$ cat config.mk
export PLATFORM = sky130hd
export DESIGN_NAME = rtc_time_updater
export DESIGN_NICKNAME = d
export VERILOG_FILES = /design/src/rtl/rtc_pkg.sv /design/src/rtl/rtc_advance.sv /design/src/rtl/rtc_alarm_cmp.sv /design/src/rtl/rtc_time_updater.sv
export SDC_FILE = /design/constraint.sdc
export NUM_CORES = 1
export LEC_CHECK = 0
export BUFFER_PORTS_ARGS = -buffer_cell sky130_fd_sc_hd__buf_2
export CORE_MARGIN = 3
export CORE_UTILIZATION = 50
export DETAILED_ROUTE_END_ITERATION = 8
export HOLD_SLACK_MARGIN = 0.02
export PLACE_DENSITY = 0.71
export SETUP_SLACK_MARGIN = 0.2
export SYNTH_ARGS = -nofsm -noshare
export SYNTH_HDL_FRONTEND = slang
export SYNTH_SLANG_ARGS = --single-unit
$ cat constraint.sdc
create_clock -name clk -period 11.2 [get_ports clk]
set_input_delay 2.24 -clock clk [delete_from_list [all_inputs] [get_ports clk]]
set_output_delay 2.24 -clock clk [all_outputs]
set_load 0.02 [all_outputs]
$ cat src/rtl/rtc_pkg.sv
package rtc_pkg;
  localparam int BYTE_W   = 8;
  localparam int NUM_TIME = 7;
  localparam int NUM_REGS = 10;
  localparam int IX_SEC   = 0;
  localparam int IX_MIN   = 1;
  localparam int IX_HR    = 2;
  localparam int IX_DOW   = 3;
  localparam int IX_DATE  = 4;
  localparam int IX_MON   = 5;
  localparam int IX_YR    = 6;
  localparam int IX_ASEC  = 7;
  localparam int NUM_ALM  = 3;

  typedef logic [BYTE_W-1:0] byte_t;
  typedef logic [6:0]        num_t;

  // Stored byte to binary count, honouring the data mode.
  function automatic num_t to_num(input byte_t v, input logic bin);
    num_t tens;
    num_t ones;
    tens = {3'b000, v[7:4]};
    ones = {3'b000, v[3:0]};
    to_num = bin ? v[6:0] : num_t'(tens * 7'd10 + ones);
  endfunction

  // Binary count back to stored byte.
  function automatic byte_t from_num(input num_t n, input logic bin);
    num_t tens;
    num_t ones;
    tens = n / 7'd10;
    ones = n % 7'd10;
    from_num = bin ? {1'b0, n} : {tens[3:0], ones[3:0]};
  endfunction

  function automatic num_t month_len(input num_t mon, input num_t yr);
    case (mon)
      7'd2:                    month_len = (yr[1:0] == 2'b00) ? 7'd29 : 7'd28;
      7'd4, 7'd6, 7'd9, 7'd11: month_len = 7'd30;
      default:                 month_len = 7'd31;
    endcase
  endfunction
endpackage

$ cat src/rtl/rtc_advance.sv
module rtc_advance
  import rtc_pkg::*;
(
  input  logic                        bin_mode,
  input  logic                        h24_mode,
  input  logic [NUM_TIME-1:0][7:0]    cur_i,
  output logic [NUM_TIME-1:0][7:0]    nxt_o
);
  num_t s, m, h, w, d, mo, y;
  num_t h12_in, h12_out;
  num_t s_n, m_n, h_n, w_n, d_n, mo_n, y_n;
  logic c_s, c_m, c_h, c_d, c_mo;
  logic pm_in, pm_out;

  always_comb begin
    s      = to_num(cur_i[IX_SEC], bin_mode);
    m      = to_num(cur_i[IX_MIN], bin_mode);
    w      = to_num(cur_i[IX_DOW], bin_mode);
    d      = to_num(cur_i[IX_DATE], bin_mode);
    mo     = to_num(cur_i[IX_MON], bin_mode);
    y      = to_num(cur_i[IX_YR], bin_mode);
    pm_in  = cur_i[IX_HR][7];
    h12_in = to_num({1'b0, cur_i[IX_HR][6:0]}, bin_mode);
    if (h24_mode) h = to_num(cur_i[IX_HR], bin_mode);
    else          h = ((h12_in == 7'd12) ? 7'd0 : h12_in) + (pm_in ? 7'd12 : 7'd0);

    // carry chain, always a single second step
    c_s  = (s >= 7'd59);
    s_n  = c_s ? 7'd0 : s + 7'd1;
    c_m  = c_s && (m >= 7'd59);
    m_n  = c_s ? (c_m ? 7'd0 : m + 7'd1) : m;
    c_h  = c_m && (h >= 7'd23);
    h_n  = c_m ? (c_h ? 7'd0 : h + 7'd1) : h;
    c_d  = c_h && (d >= month_len(mo, y));
    d_n  = c_h ? (c_d ? 7'd1 : d + 7'd1) : d;
    w_n  = c_h ? ((w >= 7'd7) ? 7'd1 : w + 7'd1) : w;
    c_mo = c_d && (mo >= 7'd12);
    mo_n = c_d ? (c_mo ? 7'd1 : mo + 7'd1) : mo;
    y_n  = c_mo ? ((y >= 7'd99) ? 7'd0 : y + 7'd1) : y;

    pm_out  = (h_n >= 7'd12);
    h12_out = (h_n == 7'd0) ? 7'd12 : ((h_n > 7'd12) ? h_n - 7'd12 : h_n);

    nxt_o[IX_SEC]  = from_num(s_n, bin_mode);
    nxt_o[IX_MIN]  = from_num(m_n, bin_mode);
    nxt_o[IX_DOW]  = from_num(w_n, bin_mode);
    nxt_o[IX_DATE] = from_num(d_n, bin_mode);
    nxt_o[IX_MON]  = from_num(mo_n, bin_mode);
    nxt_o[IX_YR]   = from_num(y_n, bin_mode);
    if (h24_mode) nxt_o[IX_HR] = from_num(h_n, bin_mode);
    else          nxt_o[IX_HR] = {pm_out, from_num(h12_out, bin_mode)[6:0]};
  end
endmodule

$ cat src/rtl/rtc_alarm_cmp.sv
module rtc_alarm_cmp
  import rtc_pkg::*;
(
  input  logic [NUM_ALM-1:0][7:0] time_i,   // sec, min, hr
  input  logic [NUM_ALM-1:0][7:0] alarm_i,  // sec, min, hr
  output logic                    match_o
);
  logic [NUM_ALM-1:0] field_ok;

  for (genvar g = 0; g < NUM_ALM; g++) begin : g_field
    // top two bits set: field is a wildcard
    assign field_ok[g] = (alarm_i[g][7:6] == 2'b11) || (alarm_i[g] == time_i[g]);
  end

  assign match_o = &field_ok;
endmodule

$ cat src/rtl/rtc_time_updater.sv
module rtc_time_updater
  import rtc_pkg::*;
#(
  parameter int AW = 4
) (
  input  logic          clk,
  input  logic          rst,
  input  logic          tick_1s,
  input  logic          set_hold,
  input  logic          bin_mode,
  input  logic          h24_mode,
  input  logic          wr_en,
  input  logic [AW-1:0] wr_addr,
  input  logic [7:0]    wr_data,
  input  logic [AW-1:0] rd_addr,
  output logic [7:0]    rd_data,
  output logic          update_done,
  output logic          alarm_hit
);
  localparam logic [AW-1:0] LAST_ADDR = AW'(NUM_REGS - 1);

  // Register file held in flops: the advance reads all time bytes at once.
  logic [NUM_REGS-1:0][7:0] regs_q;
  logic [NUM_TIME-1:0][7:0] time_cur, time_nxt;
  logic [NUM_ALM-1:0][7:0]  alm_time, alm_set;
  logic do_adv, adv_q, match;

  assign do_adv = tick_1s && !set_hold && !wr_en;

  for (genvar g = 0; g < NUM_TIME; g++) begin : g_cur
    assign time_cur[g] = regs_q[g];
  end
  for (genvar g = 0; g < NUM_ALM; g++) begin : g_alm
    assign alm_time[g] = regs_q[g];
    assign alm_set[g]  = regs_q[IX_ASEC + g];
  end

  rtc_advance i_adv (
    .bin_mode (bin_mode),
    .h24_mode (h24_mode),
    .cur_i    (time_cur),
    .nxt_o    (time_nxt)
  );

  rtc_alarm_cmp i_alm (
    .time_i  (alm_time),
    .alarm_i (alm_set),
    .match_o (match)
  );

  always_ff @(posedge clk) begin
    if (rst) begin
      regs_q      <= '0;
      regs_q[IX_DOW]  <= 8'd1;
      regs_q[IX_DATE] <= 8'd1;
      regs_q[IX_MON]  <= 8'd1;
      adv_q       <= 1'b0;
      update_done <= 1'b0;
      alarm_hit   <= 1'b0;
      rd_data     <= '0;
    end else begin
      adv_q       <= do_adv;
      update_done <= adv_q;
      alarm_hit   <= adv_q && match;
      if (wr_en) begin
        if (wr_addr <= LAST_ADDR) regs_q[wr_addr] <= wr_data;
      end else if (do_adv) begin
        for (int i = 0; i < NUM_TIME; i++) regs_q[i] <= time_nxt[i];
      end
      rd_data <= (rd_addr <= LAST_ADDR) ? regs_q[rd_addr] : 8'h00;
    end
  end

  assert_sec_step_R1: assert property (@(posedge clk) disable iff (rst)
    (tick_1s && !set_hold && !wr_en && bin_mode && regs_q[IX_SEC] < 8'd59)
    |=> regs_q[IX_SEC] == $past(regs_q[IX_SEC]) + 8'd1);

  assert_hold_freeze_R6: assert property (@(posedge clk) disable iff (rst)
    (set_hold && !wr_en) |=> $stable(regs_q[IX_SEC]) && $stable(regs_q[IX_HR]));

  assert_write_lands_R7: assert property (@(posedge clk) disable iff (rst)
    (wr_en && wr_addr == '0) |=> regs_q[IX_SEC] == $past(wr_data));

  assert_alarm_with_done_R9: assert property (@(posedge clk) disable iff (rst)
    alarm_hit |-> update_done);

  assert_all_wild_fires_R10: assert property (@(posedge clk) disable iff (rst)
    (adv_q && regs_q[7][7:6] == 2'b11 && regs_q[8][7:6] == 2'b11 && regs_q[9][7:6] == 2'b11)
    |=> alarm_hit);
endmodule

==> qor.yml <==
hold_viol: 0
irDropWorstVdd_mv: 0.0731
path_cells: "buf_4 > inv_1 > a31oi_1 > nor4b_1 > nor2b_1 > ha_1 > a21oi_1 > o21ai_0 > nor4_1 > or4_1 > o211ai_2 > buf_4 > o32ai_2 > nor2_1 > nor4b_1 > nor2_1 > ha_1 > a221oi_1 > a2111oi_4 > nor3_1 > a211oi_1 > o311ai_1 > o21ai_0 > nor2_1"
outcome: "complete, no violations"
synth_nets: 1702
synthDistinctLibCells: 119
io_buffers: 32
gr-usage-met1_pct: 42.1
syn2layout_area_growth_pct: 4.34
fmax_mhz: 106
finalWeightedCongestion: 0.976
cp-start-kind: "input port"
reg2reg_slack_ns: 2.78
synth.top_cell.area_share_pct: 14.9
busiest_layer: "met2"
endpoint: "regs_q[43]$_SDFFE_PP0P_"
slowest_delay_ns: 0.70
syn_area_um2: 12300
setup_viol: 0
clockBufferDepth: 2
multi_input_area_um2: 9870
drt_iter0_markers: 1493
yosys_register_bits: 91
ant_nets: 0
crit_path_frequent_cell: "nor2_1"
cp_max_fo: 24
synth.largest_area_cell: "dfxtp_1"
gr-usage-met3_pct: 3.59
synth-main-ff-cell: "dfxtp_1"
pwr-share-clk_pct: 21.7
cp.arrival_ns: 9.70
first_pass_iters: 5
tritoncts: "done"
synth.avg_cell_area_um2: 7.70
h-tree-depth: 3
wl_per_cell_um: 20.9
final.setup.tns_ns: 0
register_area_um2: 1820
post-cts-setup-buffers: 0
syn_inst: 1592
grt_max_degree: 72
ys_seq_area_share_pct: 14.9
timing.rr.end: "regs_q[43]$_SDFFE_PP0P_"
endpoint_kind: "flip-flop"
yosysMostFrequentCell: "nor2_1"
diodes: 0
synth.area.top_cells: "dfxtp_1, ha_1, nor2_1"
rsz0062_at_grt: "no"
vias_per_cell: 6.76
tightest_slew_ns: 1.16
cts_sinks: 91
period_minus_slack_ns: 9.41
critPathKind: "input port to flip-flop"
finalClockSkew_ns: 0.00604
total_power_w: 0.00146
ff2ff_path_depth: 26
grt_antenna_before_repair: 0
core_um2: 23800
sw_frac_of_total_pct: 45.0
placementRows: 56
synthTopCellsByCount: "nor2_1, nand2_1, a21oi_1, dfxtp_1, ha_1"
post_cts_resized: 0
ys_async_sr_fraction_pct: 0
r2r-start: "alm_time[20]$_SDFFE_PP0P_"
dp_hpwl_mm: 29.5
hold_path_depth: 1
clk_pin_slew_worst_paths_ns: 0.07
nets: 1670
p_leak_nw: 5.21
die_area_um2: 26400
finalWirelength_mm: 39.4
ios: 33
cts-hold-fix-buffers: 0
seqPwrFrac_pct: 25.7
cap_violations: 0
drive_gt1_share_pct: 10.7
drv_slew: 0
ys_warn_count: 0
die_h_um: 163
grt_pass1_vias: 11800
grt.met2_usage_pct: 45.9
drcViolationCount: 0
fillers: 2252
die_w_um: 163
cp_slowest_cell: "nor4b_1"
p_per_area_nw_per_um2: 114
power.switching_w: 0.000657
relSlewSlack_pct: 21.6
startpoint: "bin_mode"
p_int_w: 0.000804
clockRootBuffer: "clkbuf_16"
cts_made_buffers: 9
fin_crit_sh_pct: 84.0
vias: 12700
min_path_type: "flip-flop to flip-flop"
required_ns: 11.49
start_util_pct: 51.6
grt_overflow_total: 0
synth_edf_count: 0
combPwrFrac_pct: 52.6
clock_latency_ns: 0.35
grt_pass1_wl_mm: 63.1
grt_util_all_layers_pct: 29.1
state kept, by name (all words and copies together) (netlist names):
register     cells
regs_q          32
alm_set         24
alm_time        24
rd_data          8
adv_q            1
alarm_hit        1
update_done      1
final cells by class:
cell class / count / area share, %
multi-input cells: 1376 / 77.1
flip-flops and latches: 91 / 14.2
well taps: 319 / 3.12
repair buffers: 46 / 2.09
clock buffers: 9 / 1.76
inverters: 36 / 1.06
clock inverters: 6 / 0.577
cells in the final DEF (no fill, tap or decap), types with 10 or more instances in the layout:
cell and n:
xnor2_1 32, nand3_1 50, a21o_1 20, fa_1 15, o21a_1 10, o22ai_1 20, o21ai_1 21, o31ai_1 14
nor3_1 51, buf_4 15, nand4_1 14, nor2_1 173, a311oi_1 26, mux2i_1 64, xor2_1 38, a31oi_1 31
or3_1 12, nand2_1 155, nor4_1 16, o211ai_1 27, a211oi_1 13, nand2b_1 18, a21oi_1 114, mux2_2 14
nor2b_1 13, o21ai_0 68, a22oi_1 11, and2_1 28, ha_1 72, dfxtp_1 91, mux4_2 17, and3_1 21
inv_1 33, buf_2 31
worst max-delay path, delay by kind of cell:
family | cells | cell delay, ns
adders and majority gates | 2 | 0.55
and+or+nand+nor | 9 | 3.02
buffers and inverters | 3 | 1.03
AOI/OAI and AO/OA | 10 | 2.84
kinds of logic (layout without fill, tap and decap cells):
kind of cell | Yosys count | in the layout | share of synthesized area [%]
adders and majority gates | 93 | 93 | 10.3
muxes | 95 | 95 | 9.64
AOI/OAI and AO/OA | 509 | 509 | 30.8
buffers and inverters | 125 | 97 | 4.64
and+or+nand+nor | 609 | 609 | 24.7
DFF | 91 | 91 | 14.9
xor gates and xnor gates | 70 | 70 | 5.00
metrics by stage:
| stage | std cells | hold WS [ns] | util [%] | setup slack [ns] | instance area [um2] |
|---|---|---|---|---|---|
| floorplan | 1592 | 0.439 | - | 2.20 | 12300 |
| global placement | 1868 | 0.472 | 52.6 | 1.78 | 12500 |
| detailed placement | 1868 | 0.472 | 52.6 | 1.57 | 12500 |
| CTS | 1883 | 0.481 | 53.8 | 1.88 | 12800 |
| global route | 1883 | 0.499 | 53.8 | 1.10 | 12800 |
| finish | 1883 | 0.479 | 53.8 | 1.79 | 12800 |
worst min-delay path by stage:
stage / startpoint / end / slack (ns)
floorplan: adv_q$_SDFF_PP0_ / update_done$_SDFF_PP0_ / 0.44
global placement: adv_q$_SDFF_PP0_ / update_done$_SDFF_PP0_ / 0.47
detailed placement: adv_q$_SDFF_PP0_ / update_done$_SDFF_PP0_ / 0.47
CTS: adv_q$_SDFF_PP0_ / update_done$_SDFF_PP0_ / 0.48
global route: adv_q$_SDFF_PP0_ / update_done$_SDFF_PP0_ / 0.50
finish: adv_q$_SDFF_PP0_ / update_done$_SDFF_PP0_ / 0.48
layer usage:
metal  routed length, um  part of all wire, %
met2               17400                   44
met1               17400                   44
met5                   0                    0
met4                1050                  2.7
met3                3470                  8.8
power groups by stage:
stage | Sequential, W | Clock [W] | Combinational [W]
global placement | 0.000381 | 0 | 0.000736
finish | 0.000376 | 0.000316 | 0.000768
detailed placement | 0.000382 | 0 | 0.000750
CTS | 0.000374 | 0.000314 | 0.000755
floorplan | 0.000365 | 0 | 0.000607
global route | 0.000377 | 0.000327 | 0.000851
No activity file was read; power rests on OpenSTA's default activity.
